**src/rtl/sdisp_pkg.sv**
```systemverilog
// Package: shared widths, bit positions and types for the signed
// product display. Assumes one seven-segment digit per 8-bit field.
package sdisp_pkg;
    localparam int SEG_W    = 8;   // A..G plus decimal point
    localparam int DP_BIT   = 7;   // decimal point position
    localparam int NIBBLE_W = 4;   // one BCD digit
    localparam int SHOW_DIG = 2;   // digits driven: units (0) and tens (1)

    typedef logic [NIBBLE_W-1:0] bcd_t;
    typedef logic [SEG_W-1:0]    seg_t;

    localparam seg_t SEG_DARK = '1; // active-low: all off
endpackage

```
**src/rtl/sign_mag_split.sv**
```systemverilog
// Module: sign_mag_split
// Splits a two's-complement word into a sign flag and an unsigned
// magnitude of the same width. Assumes the input is never the most
// negative code of a width wider than the producer can reach.
module sign_mag_split #(
    parameter int W = 8
) (
    input  logic [W-1:0] val_i,
    output logic         neg_o,
    output logic [W-1:0] mag_o
);
    // Negate when the sign bit is set; zero therefore stays positive.
    always_comb begin
        neg_o = val_i[W-1];
        mag_o = neg_o ? (~val_i + W'(1)) : val_i;
    end
endmodule

```
**src/rtl/bcd_dabble.sv**
```systemverilog
// Module: bcd_dabble
// Purely combinational binary-to-BCD converter built as one
// shift-and-add-three stage per input bit. Assumes DIG_N digits are
// enough to hold the largest BIN_W-bit value.
module bcd_dabble
    import sdisp_pkg::*;
#(
    parameter int BIN_W = 8,
    parameter int DIG_N = 3
) (
    input  logic [BIN_W-1:0]          bin_i,
    output logic [DIG_N*NIBBLE_W-1:0] bcd_o
);
    localparam int BCD_W = DIG_N * NIBBLE_W;

    // Add three to every nibble that has reached five or more.
    function automatic logic [BCD_W-1:0] add3(input logic [BCD_W-1:0] v);
        logic [BCD_W-1:0] r;
        r = v;
        for (int d = 0; d < DIG_N; d++) begin
            if (v[d*NIBBLE_W +: NIBBLE_W] >= 4'd5)
                r[d*NIBBLE_W +: NIBBLE_W] = v[d*NIBBLE_W +: NIBBLE_W] + 4'd3;
        end
        return r;
    endfunction

    logic [BCD_W-1:0] stage [0:BIN_W];
    logic [BCD_W-1:0] adj   [0:BIN_W-1];

    assign stage[0] = '0;

    // One adjust-then-shift stage per bit, MSB first.
    for (genvar i = 0; i < BIN_W; i++) begin : g_stage
        assign adj[i]       = add3(stage[i]);
        assign stage[i + 1] = (adj[i] << 1) | BCD_W'(bin_i[BIN_W-1-i]);
    end

    assign bcd_o = stage[BIN_W];

    // Every produced nibble must be a legal decimal digit.
    for (genvar d = 0; d < DIG_N; d++) begin : g_chk
        always_comb begin
            AST_DIGIT_LEGAL: assert (bcd_o[d*NIBBLE_W +: NIBBLE_W] <= 4'd9) else $error("BCD nibble %0d out of range", d);
        end
    end
endmodule

```
**src/rtl/seg_encode.sv**
```systemverilog
// Module: seg_encode
// Maps one BCD digit to active-low segments A..G (bits 0..6) and
// places the decimal point on bit 7. Codes above nine are blanked.
module seg_encode
    import sdisp_pkg::*;
(
    input  bcd_t digit_i,
    input  logic dp_on_i,
    output seg_t seg_n_o
);
    logic [6:0] lit;

    // Active-high lit pattern per decimal digit.
    always_comb begin
        unique case (digit_i)
            4'd0:    lit = 7'h3F;
            4'd1:    lit = 7'h06;
            4'd2:    lit = 7'h5B;
            4'd3:    lit = 7'h4F;
            4'd4:    lit = 7'h66;
            4'd5:    lit = 7'h6D;
            4'd6:    lit = 7'h7D;
            4'd7:    lit = 7'h07;
            4'd8:    lit = 7'h7F;
            4'd9:    lit = 7'h6F;
            default: lit = 7'h00;
        endcase
    end

    // Invert for common-anode drive.
    always_comb begin
        seg_n_o = {~dp_on_i, ~lit};
    end
endmodule

```
**src/rtl/sdisp_top.sv**
```systemverilog
// Module: sdisp_top
// Shows a signed product as two decimal digits: tens and units of the
// magnitude, with the sign on the tens decimal point. Assumes the
// product comes from two OPER_W-bit signed operands, so the magnitude
// never exceeds 2**(2*OPER_W-2) and fits in two digits for OPER_W <= 4.
module sdisp_top
    import sdisp_pkg::*;
#(
    parameter int OPER_W = 4
) (
    input  logic                  clk,
    input  logic                  rst_n,
    input  logic [2*OPER_W-1:0]   prod_i,
    input  logic                  prod_vld_i,
    output logic [SEG_W-1:0]      seg_tens_n_o,
    output logic [SEG_W-1:0]      seg_units_n_o
);
    localparam int PROD_W  = 2 * OPER_W;
    localparam int BCD_DIG = (PROD_W + 2) / 3;
    localparam int BCD_W   = BCD_DIG * NIBBLE_W;
    localparam int MAG_MAX = 1 << (PROD_W - 2);

    logic              neg;
    logic [PROD_W-1:0] mag;
    logic [BCD_W-1:0]  bcd;
    seg_t              seg_nxt [SHOW_DIG];

    sign_mag_split #(.W(PROD_W)) u_split (
        .val_i (prod_i),
        .neg_o (neg),
        .mag_o (mag)
    );

    bcd_dabble #(.BIN_W(PROD_W), .DIG_N(BCD_DIG)) u_bcd (
        .bin_i (mag),
        .bcd_o (bcd)
    );

    // One encoder per shown digit; only the tens digit carries the sign.
    for (genvar d = 0; d < SHOW_DIG; d++) begin : g_dig
        seg_encode u_enc (
            .digit_i (bcd[d*NIBBLE_W +: NIBBLE_W]),
            .dp_on_i ((d == SHOW_DIG - 1) ? neg : 1'b0),
            .seg_n_o (seg_nxt[d])
        );
    end

    // Output registers: blank in reset, load on valid, hold otherwise.
    always_ff @(posedge clk) begin
        if (!rst_n) begin
            seg_tens_n_o  <= SEG_DARK;
            seg_units_n_o <= SEG_DARK;
        end else if (prod_vld_i) begin
            seg_tens_n_o  <= seg_nxt[SHOW_DIG-1];
            seg_units_n_o <= seg_nxt[0];
        end
    end

    AST_RESET_DARK: assert property (@(posedge clk) !rst_n |=> (seg_tens_n_o == SEG_DARK && seg_units_n_o == SEG_DARK)) else $error("outputs not dark after reset");
    AST_HOLD: assert property (@(posedge clk) disable iff (!rst_n) !prod_vld_i |=> ($stable(seg_tens_n_o) && $stable(seg_units_n_o))) else $error("display changed without valid");
    AST_SIGN_POINT: assert property (@(posedge clk) disable iff (!rst_n) prod_vld_i |=> (seg_tens_n_o[DP_BIT] == !$past(prod_i[PROD_W-1]))) else $error("sign point wrong");
    AST_ZERO_POSITIVE: assert property (@(posedge clk) disable iff (!rst_n) (prod_vld_i && prod_i == '0) |=> seg_tens_n_o[DP_BIT]) else $error("zero shown negative");
    AST_UNITS_POINT_DARK: assert property (@(posedge clk) disable iff (!rst_n) prod_vld_i |=> seg_units_n_o[DP_BIT]) else $error("units point lit");
    AST_MAG_RANGE: assert property (@(posedge clk) disable iff (!rst_n) prod_vld_i |-> (int'(mag) <= MAG_MAX)) else $error("product outside operand range");

    if (BCD_DIG > SHOW_DIG) begin : g_hi_chk
        AST_NO_HUNDREDS: assert property (@(posedge clk) disable iff (!rst_n) prod_vld_i |-> (bcd[BCD_W-1:SHOW_DIG*NIBBLE_W] == '0)) else $error("magnitude needs a third digit");
    end
endmodule

```
**config.mk**
```make
export PLATFORM = sky130hd
export DESIGN_NAME = sdisp_top
export DESIGN_NICKNAME = d
export VERILOG_FILES = /design/src/rtl/sdisp_pkg.sv /design/src/rtl/sign_mag_split.sv /design/src/rtl/bcd_dabble.sv /design/src/rtl/seg_encode.sv /design/src/rtl/sdisp_top.sv
export SDC_FILE = /design/constraint.sdc
export NUM_CORES = 1
export LEC_CHECK = 0
export ABC_AREA = 1
export BUFFER_PORTS_ARGS = -buffer_cell sky130_fd_sc_hd__buf_2
export CAP_MARGIN = 20
export CORE_MARGIN = 5
export CORE_UTILIZATION = 45
export DETAILED_ROUTE_END_ITERATION = 8
export PLACE_DENSITY = 0.65
export SLEW_MARGIN = 30
export SYNTH_ARGS = -nofsm -noshare
export SYNTH_HDL_FRONTEND = slang
export SYNTH_SLANG_ARGS = --single-unit
```
**constraint.sdc**
```tcl
create_clock -name clk -period 9.55 [get_ports clk]
set_input_delay 0 -clock clk [delete_from_list [all_inputs] [get_ports clk]]
set_output_delay 0 -clock clk [all_outputs]
set_load 0.02 [all_outputs]
```
---- Word-level counts from Yosys, hierarchy flattened ----
Memories as Yosys holds them, arrays and structs flattened.
Index checks and enable logic that the tools add are counted.
storage, ports and cells
  flip-flop bits (word level) ............. 15
  memory bits (read-only) ................. 224
  input port bits ......................... 11
  output and inout bits ................... 16
  logic and storage cells ................. 71
  memories kept ........................... 2
cells by class
  add/subtract/negate cells ............... 19
  magnitude comparators ................... 18
  muxes and demuxes ....................... 19
  bitwise logic cells ..................... 11
memories
  name             depth  bits a word  read ports  clocked after Yosys merged registers in  wr ports  RTL line          RTL
  (no name shown)  16     7            1           0                                        0         seg_encode.sv:15  unique case (digit_i)
  (no name shown)  16     7            1           0                                        0         seg_encode.sv:15
operators by type and width
  cell                    count
  $ge A4 B3 Y1 const B    16
  $or A12 B1 Y12          5
  $add A4 B2 Y4 const B   11
  $mux W4                 11
  $mux W3                 7
  $add A3 B2 Y3 const B   5
  $not A7 Y7              2
  $add A8 B1 Y8 const B   1
  $mux W8                 1
  $not A8 Y8              1
  $or A8 B1 Y8            1
  $or A5 B1 Y5            1
  $ge A4 B3 Y1 const AB   1
  $add A1 B2 Y3 const AB  1
  $add A1 B2 Y3 const B   1
  $ge A1 B3 Y1 const B    1
  $not A1 Y1              1

---- Logic depth before layout (Yosys ltp) ----
Gate-level depths: netlist (run 1).
An unclocked memory read counts as a cell.
  depth in word-level cells ............... 26
  mapped depth ............................ 49
  mapped depth without buffers ............ 49

---- Cells and area by module ----
Synthesis (run 1) repeated with hierarchy kept, for this count alone.
unflattened totals
  cells, all modules ...................... 334
  area, all modules ....................... 2073.2 um^2
modules (own cells, without submodules)
  module          times used  cells an instance  area an instance (um^2)
  bcd_dabble      1           157                839.6
  sdisp_top       1           71                 671.9
  seg_encode      2           33                 178.9
  sign_mag_split  1           40                 203.9

---- Worst setup path after synthesis (run 1) ----
No wires, ideal clock.
  path type ............................... in2reg
  start ................................... input prod_i[0]
  end ..................................... register seg_tens_n_o[3]
  arrival time ............................ 4.666 ns
  path slack .............................. 4.770 ns
  stages .................................. 44
  path buffers ............................ 0
  path through ............................ inv_2 -> ha_1 -> inv_1 -> nor2_1 -> nand3_1 -> nand3b_1 -> nand2_1 -> inv_1 -> nand3_1 -> ha_1 -> nand3_1 -> nand2_1 -> inv_2 -> ha_1 -> inv_1 -> or2_2 -> nand2_4 -> nand2_4 -> [8 not listed] -> nand3_1 -> ha_1 -> inv_1 -> nand3_1 -> nand2_1 -> inv_1 -> ha_1 -> or2_2 -> nand3_1 -> nand2_1 -> nand2_1 -> nand2_2 -> ha_1 -> nand2_1 -> nand3_1 -> nand2_1 -> nand2_1 -> nand2_1
between the ends
  word-level cells in the longest chain between the ends .. 26
ends and longest elaborated chain
  element                                        RTL line                            RTL
  start: declaration                             sdisp_top.sv:13                     input logic [2*OPER_W-1:0] prod_i,
  $not A8 Y8 *                                   sign_mag_split.sv:15                mag_o = neg_o ? (~val_i + W'(1)) : val_i;
  $add A8 B1 Y8 *                                sign_mag_split.sv:15
  $mux W8 *                                      sign_mag_split.sv:15
  $ge A1 B3 Y1 or $add A1 B2 Y3 (tied branches)  bcd_dabble.sv:21, bcd_dabble.sv:22
  $mux W3                                        bcd_dabble.sv:21                    if (v[d*NIBBLE_W +: NIBBLE_W] >= 4'd5)
  $or A5 B1 Y5                                   bcd_dabble.sv:35                    assign stage[i + 1] = (adj[i] << 1) | BCD_W'(bin_i[BIN_W-1-i]);
  $add A4 B2 Y4 or $ge A4 B3 Y1 (tied branches)  bcd_dabble.sv:22, bcd_dabble.sv:21
  $mux W4                                        bcd_dabble.sv:21
  [10 not listed]                                n/a
  $add A4 B2 Y4 or $ge A4 B3 Y1 (tied branches)  bcd_dabble.sv:22, bcd_dabble.sv:21
  $mux W4                                        bcd_dabble.sv:21
  $or A12 B1 Y12 *                               bcd_dabble.sv:35
  $ge A4 B3 Y1, or another cell as far along     bcd_dabble.sv:21
  $mux W3 or $mux W4 (tied branches)             bcd_dabble.sv:21
  $or A8 B1 Y8 *                                 bcd_dabble.sv:35
  $mem_v2 Z16 W7 *                               n/a
  $not A7 Y7 *                                   seg_encode.sv:32                    seg_n_o = {~dp_on_i, ~lit};
  end signal: assignment                         sdisp_top.sv:54                     seg_tens_n_o <= seg_nxt[SHOW_DIG-1];
  end: declaration                               sdisp_top.sv:15                     output logic [SEG_W-1:0] seg_tens_n_o,
Mark *: on every way between the ends. The rest lies on a longest branch, timed or not.
A chain may end at the register's enable or synchronous reset.

---- Final worst setup path (run 1) ----
  start ................................... input prod_i[0]
  end ..................................... register seg_tens_n_o[0]
The elaborated chain is that of the path after synthesis.

==> impl_metrics.json, run 1 <==
{
  "status": "complete, no violations",
  "antenna_cells": 0,
  "first_global_vias": 1662,
  "remaining_drc_errors": 0,
  "die_y_um": 74.5,
  "irDropWorstVdd_v": 0.000128,
  "cp.arrival_ps": 5240,
  "setup_violations": 0,
  "synth_nets": 325,
  "grt.met1_usage": 0.200,
  "synth-xor-area-share": 0.00936,
  "critical_path_required_ps": 9690,
  "top_usage_layer": "met2",
  "die-area_mm2": 0.00555,
  "multi_input_area_mm2": 0.00138,
  "cts_resized": 0,
  "yosys.area.top_type": "nand2_1",
  "row_count": 23,
  "post-route-period-util": 0.534,
  "avgRoutedWirePerCell_um": 9.78,
  "grt_use_met3": 0.0284,
  "grt_use_total": 0.150,
  "synthArstFlopShare": 0,
  "vias": 1788,
  "muxShareOfSynthArea": 0,
  "synthAdderAreaFrac": 0.114,
  "maxSlewViolCount": 0,
  "cts_sinks": 15,
  "cts_setup_buffers": 0,
  "p_leak_nw": 1.16,
  "root_buffer": "clkbuf_8",
  "whs_path_depth": 2,
  "cts_tree": "done",
  "drt-pass1-iter-count": 4,
  "hold_viol": 0,
  "synth_top_family_by_area": "simple AND/OR/NAND/NOR gates",
  "critPathMaxFanout": 8,
  "portBuffers": 25,
  "path_class": "primary input to flip-flop",
  "die_x_um": 74.5,
  "fin_nets": 350,
  "fin_setup_tns_ps": 0,
  "slowest_stage": "or2_2",
  "cap_violations": 0,
  "start_util": 0.465,
  "regToRegSetupSlack_ps": 8910,
  "startpoint_type": "primary input",
  "synthSimpleGateAreaFrac": 0.500,
  "ys.flop_type": "dfxtp_1",
  "cts-buffers-inserted": 3,
  "io_pins": 27,
  "cp_common_cell": "nand2_1",
  "cp-end-kind": "flip-flop",
  "final_util": 0.516,
  "place.gp.congestion": 0.807,
  "synth_most_common_cell": "nand2_1",
  "ant_nets": 0,
  "clk_transition_reported_paths_ps": 60,
  "p_total_uw": 431,
  "drive_gt1_frac": 0.268,
  "place_area_mm2": 0.00203,
  "ys_seq_area_frac": 0.160,
  "fp.coreArea_mm2": 0.00403,
  "final.min_clock_period_ps": 5100,
  "grt_first_pass_wirelength_um": 6800,
  "syn_to_final_growth_pct": 11.0,
  "first_iter_violations": 75,
  "fin_area_mm2": 0.00208,
  "synth_cell_type_count": 32,
  "overflow": 0,
  "rsz0062_at_grt": "false",
  "hp-class": "primary input to flip-flop",
  "postSynthAreaPerCell_um2": 6.30,
  "place_hpwl_um": 3090,
  "grt_max_degree": 18,
  "slowest_delay_ps": 290,
  "fmax_mhz": 196,
  "yosysTopAreaCellShare": 0.182,
  "synth_edf_count": 0,
  "clkLatencyLatePin_ps": 240,
  "fin_skew_ps": 0,
  "netlist_area_mm2": 0.00187,
  "vias_per_cell": 4.82,
  "antenna_found_initial": 0,
  "ctsHoldBuffers": 0,
  "ys_ff_latch": 15,
  "nFillCells": 444,
  "htreeDepth": 1,
  "drt-total-wl_um": 3630,
  "syn_inst": 297,
  "grtUsageMet2": 0.259,
  "synthTopCellsByCount": "nand2_1, inv_1, nand3_1",
  "yosys-top-cells-area": "nand2_1, dfxtp_1, ha_1",
  "worst_slack_ps": 4450,
  "power_density_mw_per_mm2": 207,
  "ys_warn_count": 0,
  "ff2ff_path_depth": 2,
  "cts_max_path_buffers": 2,
  "seq_area_um2": 300,
  "dp_worst_setup_slack_ps": 4180,
  "synth_compound_area_frac": 0.110
}
[power by group]
group	internal [mW]	total (mW)	switching, mW
logic	0.106	0.298	0.192
clock network	0.0295	0.0501	0.0206
registers	0.0764	0.0823	0.00586
[worst paths after layout]
path | start | endpoint
max | prod_i[0] | seg_tens_n_o[0]$_SDFFE_PN1P_
min | prod_i[7] | seg_tens_n_o[7]$_SDFFE_PN1P_
max reg2reg | seg_tens_n_o[7]$_SDFFE_PN1P_ | seg_tens_n_o[7]$_SDFFE_PN1P_
min reg2reg | seg_tens_n_o[3]$_SDFFE_PN1P_ | seg_tens_n_o[3]$_SDFFE_PN1P_
[logic make-up after synthesis]
family | count (synthesis)
and+or+nand+nor | 177
buffers and inverters | 50
AOI/OAI and AO/OA | 35
adders and majority gates | 17
DFF | 15
xor gates and xnor gates | 2
other | 1
[flip-flops by register name, indices dropped and copies added (netlist names)]
| name | count |
|---|---|
| seg_units_n_o | 7 |
| seg_tens_n_o | 8 |
[layout make-up]
| cell class | count | area share |
|---|---|---|
| multi-input combinational | 232 | 0.662 |
| sequential | 15 | 0.145 |
| clock buffer | 4 | 0.0217 |
| timing repair buffer | 25 | 0.0602 |
| tap | 50 | 0.0301 |
| inverter | 45 | 0.0813 |
[metrics by stage]
step                      std cells  hold WS, ps
after detailed placement        367          362
after global placement          367          354
after CTS                       371          104
after floorplan                 297          134
after global routing            371          146
final                           371          109
[routing by layer]
layer  part of all wire  vias to the layer above  wire length [um]
li1                   -                      990                 -
met1               0.51                      775              1860
met2               0.45                       21              1640
met3              0.029                        2               107
met4             0.0052                        0                19
met5                  0                        -                 0
[critical path: cells and delay by family]
kind | cells | cell delay (ps)
buf+inv | 10 | 750
fa+ha+maj | 7 | 1330
simple gates | 28 | 3030
compound gates | 1 | 90
[cell usage in the layout (no fill, tap or decap), types with 2 or more instances in the layout]
| cell type | n |
|---|---|
| a21oi_1 | 17 |
| and2_4 | 2 |
| buf_2 | 25 |
| clkbuf_8 | 3 |
| dfxtp_1 | 15 |
| ha_1 | 17 |
| inv_1 | 32 |
| inv_2 | 12 |
| nand2_1 | 91 |
| nand2_2 | 15 |
| nand2_4 | 9 |
| nand3_1 | 28 |
| nand3_2 | 7 |
| nand3_4 | 2 |
| nand3b_1 | 2 |
| nand4_1 | 3 |
| nor2_1 | 9 |
| nor2_2 | 3 |
| o211ai_1 | 2 |
| o21ai_0 | 5 |
| o21ai_1 | 6 |
| o21ai_2 | 3 |
| or2_2 | 3 |
| xor2_1 | 2 |
Power figures use the tool's default switching activity.
==> run 2: changes to the inputs <==
==> constraint.sdc (replaced) <==
create_clock -name clk -period 5.2 [get_ports clk]
set_input_delay 0 -clock clk [delete_from_list [all_inputs] [get_ports clk]]
set_output_delay 0 -clock clk [all_outputs]
set_load 0.02 [all_outputs]
==> run 2 against run 1 <==
Sequential share of layout area is 0.59 points lower. Largest cell class unchanged. First-iteration DRC count is 60% lower. Critical path type unchanged. Critical path depth stayed put. Final cell count is 1.3% higher.
==> impl_metrics.json, run 2 (synthesis gave the netlist of run 1 again) <==
{
  "post-route-period-util": 0.916,
  "fin_cells": 376,
  "rr_endpoint": "seg_tens_n_o[7]$_SDFFE_PN1P_",
  "irDropWorstVdd_v": 0.000213,
  "fin_nets": 355,
  "cp-end-kind": "flip-flop",
  "critPathMaxFanout": 5,
  "antenna_cells": 0,
  "start_util": 0.465,
  "ff2ff_path_depth": 2,
  "root_buffer": "clkbuf_8",
  "fp.coreArea_mm2": 0.00403,
  "die-area_mm2": 0.00555,
  "remaining_drc_errors": 0,
  "cts-buffers-inserted": 3,
  "grt_use_total": 0.147,
  "clk_transition_reported_paths_ps": 60,
  "fmax_mhz": 210,
  "seq_area_um2": 300,
  "cap_violations": 0,
  "row_count": 23,
  "syn_to_final_growth_pct": 15.6,
  "place_hpwl_um": 3120,
  "nFillCells": 430,
  "regToRegSetupSlack_ps": 4550,
  "die_y_um": 74.5,
  "fin_setup_tns_ps": 0,
  "drive_gt1_frac": 0.310,
  "avgRoutedWirePerCell_um": 10.2,
  "final_cell_mix": "nand2_1, inv_1, nand3_1, buf_2, a21oi_1",
  "cts_max_path_buffers": 2,
  "io_pins": 27,
  "final_util": 0.537,
  "cts_tree": "done",
  "dp_worst_setup_slack_ps": -9.64,
  "htreeDepth": 1,
  "grt_max_degree": 18,
  "largest_reg_flops": 8,
  "die_x_um": 74.5,
  "ant_nets": 0,
  "slowest_delay_ps": 290,
  "place_area_mm2": 0.00205,
  "portBuffers": 25,
  "critical_path_required_ps": 5340,
  "min_to": "seg_tens_n_o[7]$_SDFFE_PN1P_",
  "hp-class": "primary input to flip-flop",
  "setup_violations": 0,
  "multi_input_area_mm2": 0.00143,
  "p_total_uw": 808,
  "drt-pass1-iter-count": 6,
  "whs_path_depth": 2,
  "cp.arrival_ps": 4910,
  "slowest_stage": "or2_2",
  "path_class": "primary input to flip-flop",
  "reg.largest.list": "seg_tens_n_o (8), seg_units_n_o (7)",
  "maxSlewViolCount": 0,
  "first_iter_violations": 30,
  "worst_slack_ps": 436,
  "startpoint_type": "primary input",
  "fin_skew_ps": 0,
  "fin_area_mm2": 0.00216,
  "antenna_found_initial": 0,
  "overflow": 0,
  "clkLatencyLatePin_ps": 250,
  "final.min_clock_period_ps": 4760,
  "cts_sinks": 15,
  "final_common_cell": "nand2_1",
  "vias_per_cell": 4.83,
  "largest_register": "seg_tens_n_o",
  "status": "complete, no violations",
  "dp.cells": 370,
  "place.gp.congestion": 0.833,
  "p_leak_nw": 1.18,
  "holdWs_ps": 111,
  "drt-total-wl_um": 3820,
  "timing.rr.start": "seg_tens_n_o[7]$_SDFFE_PN1P_",
  "min_from": "prod_i[7]",
  "hold_viol": 0,
  "grt_first_pass_wirelength_um": 6820,
  "power_density_mw_per_mm2": 373,
  "first_global_vias": 1698,
  "vias": 1816
}
run 2: cell types whose count changed in the layout (fill, tap and decap cells not counted), moves of 2 or more:
cell     previous run  this run
ha_2                0         3
nand3_2             7         9
ha_1               17        13
inv_1              32        30
inv_2              12        14
buf_4               0         5
nand3_1            28        25
run 2: timing repair:
item                                    4_1_cts  5_1_grt
hold buffers                                  0        0
resized for setup                             0       13
setup buffers                                 0        2
endpoints found under the setup margin        0       12
run 2: how the worst max path moves through the flow:
stage,slack (ps),cells past startpoint,to,start
final,440,46,seg_units_n_o[3]$_SDFFE_PN1P_,prod_i[1]
after global routing,-30,46,seg_units_n_o[3]$_SDFFE_PN1P_,prod_i[1]
after CTS,240,46,seg_units_n_o[3]$_SDFFE_PN1P_,prod_i[1]
after detailed placement,-10,46,seg_units_n_o[3]$_SDFFE_PN1P_,prod_i[1]
after global placement,50,46,seg_units_n_o[3]$_SDFFE_PN1P_,prod_i[1]
after floorplan,420,44,seg_tens_n_o[3]$_SDFFE_PN1P_,prod_i[0]
run 2: worst max-delay path, delay by kind of cell:
family                     cells  cell delay (ps)
buffers and inverters          9              570
and+or+nand+nor               30             3060
adders and majority gates      6             1110
AOI/OAI and AO/OA              1              170
run 2: metal layers:
layer  track usage  vias to the layer above  part of all wire
li1              -                     1001                 -
met1         0.193                      796              0.49
met2         0.258                       17              0.48
met3        0.0257                        2             0.024
met4        0.0158                        0            0.0026
met5             0                        -                 0
run 2: power breakdown:
| group | internal (mW) | leakage (nW) | switching (mW) | total, mW |
|---|---|---|---|---|
| Sequential | 0.140 | 0.125 | 0.0113 | 0.152 |
| Combinational | 0.204 | 1.03 | 0.359 | 0.563 |
| Clock | 0.0542 | 0.0228 | 0.0388 | 0.0930 |
run 2: final cells by class:
cell class	instances	share of cell area
clock buffer	4	0.0208
timing repair buffer	30	0.0751
multi-input combinational	232	0.658
sequential	15	0.139
inverter	45	0.0780
tap	50	0.0289
==> run 3: changes to the inputs <==
--- a/config.mk
+++ b/config.mk
@@ -8,6 +8,7 @@
 export ABC_AREA = 1
 export BUFFER_PORTS_ARGS = -buffer_cell sky130_fd_sc_hd__buf_2
 export CAP_MARGIN = 20
+export CORE_ASPECT_RATIO = 0.9
 export CORE_MARGIN = 5
 export CORE_UTILIZATION = 45
 export DETAILED_ROUTE_END_ITERATION = 8
==> run 3 against run 2 <==
Sequential power hardly changed. Sequential cell count stayed put. Clock power is 0.9% lower. Via count hardly changed. Count of clock-buffer cells in the layout is 1 lower. Utilization is 0.54 points higher. Non-clock buffer count is 3 higher. Cell area is 1.4% higher. Critical path depth is 1 lower. Global-route usage is 0.74 points lower. Critical endpoint unchanged. Largest cell class unchanged. Largest power group unchanged.
==> impl_metrics.json, run 3 (synthesis gave the netlist of run 1 again) <==
{
  "start_util": 0.463,
  "first_global_vias": 1681,
  "swShare": 0.506,
  "largest_reg_flops": 8,
  "die-area_mm2": 0.00555,
  "wl_met3_um": 110,
  "cp-end-kind": "flip-flop",
  "largest_register": "seg_tens_n_o",
  "whs_path_depth": 3,
  "startpoint_type": "primary input",
  "dp.cells": 368,
  "fin_nets": 358,
  "die_y_um": 71.2,
  "root_buffer": "clkbuf_8",
  "drt-total-wl_um": 3880,
  "row_count": 22,
  "remaining_drc_errors": 0,
  "fin_setup_tns_ps": 0,
  "cp.arrival_ps": 4970,
  "antenna_cells": 0,
  "irDropWorstVdd_v": 0.000254,
  "reg.largest.list": "seg_tens_n_o (8), seg_units_n_o (7)",
  "first_iter_violations": 49,
  "drive_gt1_frac": 0.322,
  "route.met2.wl_um": 1870,
  "slowest_delay_ps": 310,
  "ant_nets": 0,
  "critPathMaxFanout": 5,
  "p_total_uw": 840,
  "pwr-share-clk": 0.110,
  "holdWs_ps": 106,
  "fmax_mhz": 207,
  "final_common_cell": "nand2_1",
  "final_cell_mix": "nand2_1, inv_1, nand3_1",
  "fin_cells": 377,
  "wl_met1_um": 1900,
  "fin_skew_ps": 0,
  "ctsHoldBuffers": 0,
  "status": "complete, no violations",
  "intPower_uw": 415,
  "p_comb_frac": 0.710,
  "drt-pass1-iter-count": 4,
  "place.gp.congestion": 0.821,
  "power.share.sequential": 0.180,
  "post-route-period-util": 0.928,
  "grt_first_pass_wirelength_um": 6620,
  "die_x_um": 78.0,
  "grt_use_total": 0.139,
  "portBuffers": 25,
  "place_hpwl_um": 3120,
  "vias": 1817,
  "overflow": 0,
  "cap_violations": 0,
  "cts_max_path_buffers": 2,
  "antenna_found_initial": 0,
  "io_pins": 27,
  "top_layer_used": "met3",
  "p_switching_uw": 425,
  "setup_violations": 0,
  "maxSlewViolCount": 0,
  "clkLatencyLatePin_ps": 240,
  "tightest_slew_ps": 515,
  "avgRoutedWirePerCell_um": 10.3,
  "clk_transition_reported_paths_ps": 60,
  "hp-class": "primary input to flip-flop",
  "p_leak_nw": 1.20,
  "slowest_stage": "or2_2",
  "htreeDepth": 1,
  "fp.coreArea_mm2": 0.00405,
  "cts_tree": "done",
  "vias_per_cell": 4.82,
  "syn_to_final_growth_pct": 17.3,
  "final.min_clock_period_ps": 4830,
  "slew_headroom": 0.653,
  "hold_viol": 0,
  "cts_sinks": 15,
  "critical_path_required_ps": 5340,
  "ff2ff_path_depth": 2,
  "power_density_mw_per_mm2": 382,
  "grt_max_degree": 18,
  "path_class": "primary input to flip-flop",
  "cts-buffers-inserted": 3
}
-- run 3: routing by layer --
layer | track usage | vias to the layer above
met5 | 0 | -
met4 | 0.0169 | 0
met3 | 0.0318 | 0
met2 | 0.242 | 22
met1 | 0.180 | 792
li1 | - | 1003
-- run 3: cell type report --
cell class / count / area [um2]
Tap cell: 48 / 60.1
Sequential cell: 15 / 300
Multi-Input combinational cell: 232 / 1440
Clock buffer: 3 / 41.3
Clock inverter: 1 / 5.00
Inverter: 45 / 169
Fill cell: 417 / 1850
Timing Repair Buffer: 33 / 185
-- run 3: path summary, 6_finish.rpt --
| check | start | endpoint | slack, ps |
|---|---|---|---|
| max reg2reg | seg_tens_n_o[7]$_SDFFE_PN1P_ | seg_tens_n_o[7]$_SDFFE_PN1P_ | 4560 |
| min | prod_vld_i | seg_tens_n_o[2]$_SDFFE_PN1P_ | 110 |
| max | prod_i[1] | seg_units_n_o[3]$_SDFFE_PN1P_ | 370 |
| min reg2reg | seg_tens_n_o[0]$_SDFFE_PN1P_ | seg_tens_n_o[0]$_SDFFE_PN1P_ | 460 |
-- run 3: critical path, delay by kind of cell --
kind	cells	cell delay, ps
AOI/OAI and AO/OA	1	170
adders and majority gates	6	1120
buffers and inverters	8	520
and+or+nand+nor	30	3140
-- run 3: metrics by stage --
stage / util / area (um2) / setup slack [ps]
6_report: 0.543 / 2200 / 372
5_1_grt: 0.543 / 2200 / -53.0
4_1_cts: 0.519 / 2100 / 188
3_5_place_dp: 0.507 / 2050 / -64.1
3_3_place_gp: 0.507 / 2050 / 88.3
2_1_floorplan: - / 1870 / 420
-- run 3: timing repair --
| item | CTS | global route |
|---|---|---|
| setup endpoints to repair | 0 | 12 |
| buffers inserted | 0 | 5 |
| gates resized for setup | 0 | 16 |
-- run 3: power by group through the flow --
| stage | sequential (mW) | clock, mW | combinational, mW |
|---|---|---|---|
| 3_5_place_dp | 0.154 | 0 | 0.556 |
| 4_1_cts | 0.151 | 0.0960 | 0.558 |
| 3_3_place_gp | 0.153 | 0 | 0.548 |
| 5_1_grt | 0.155 | 0.106 | 0.679 |
| 2_1_floorplan | 0.185 | 0 | 0.419 |
| 6_report | 0.151 | 0.0922 | 0.596 |
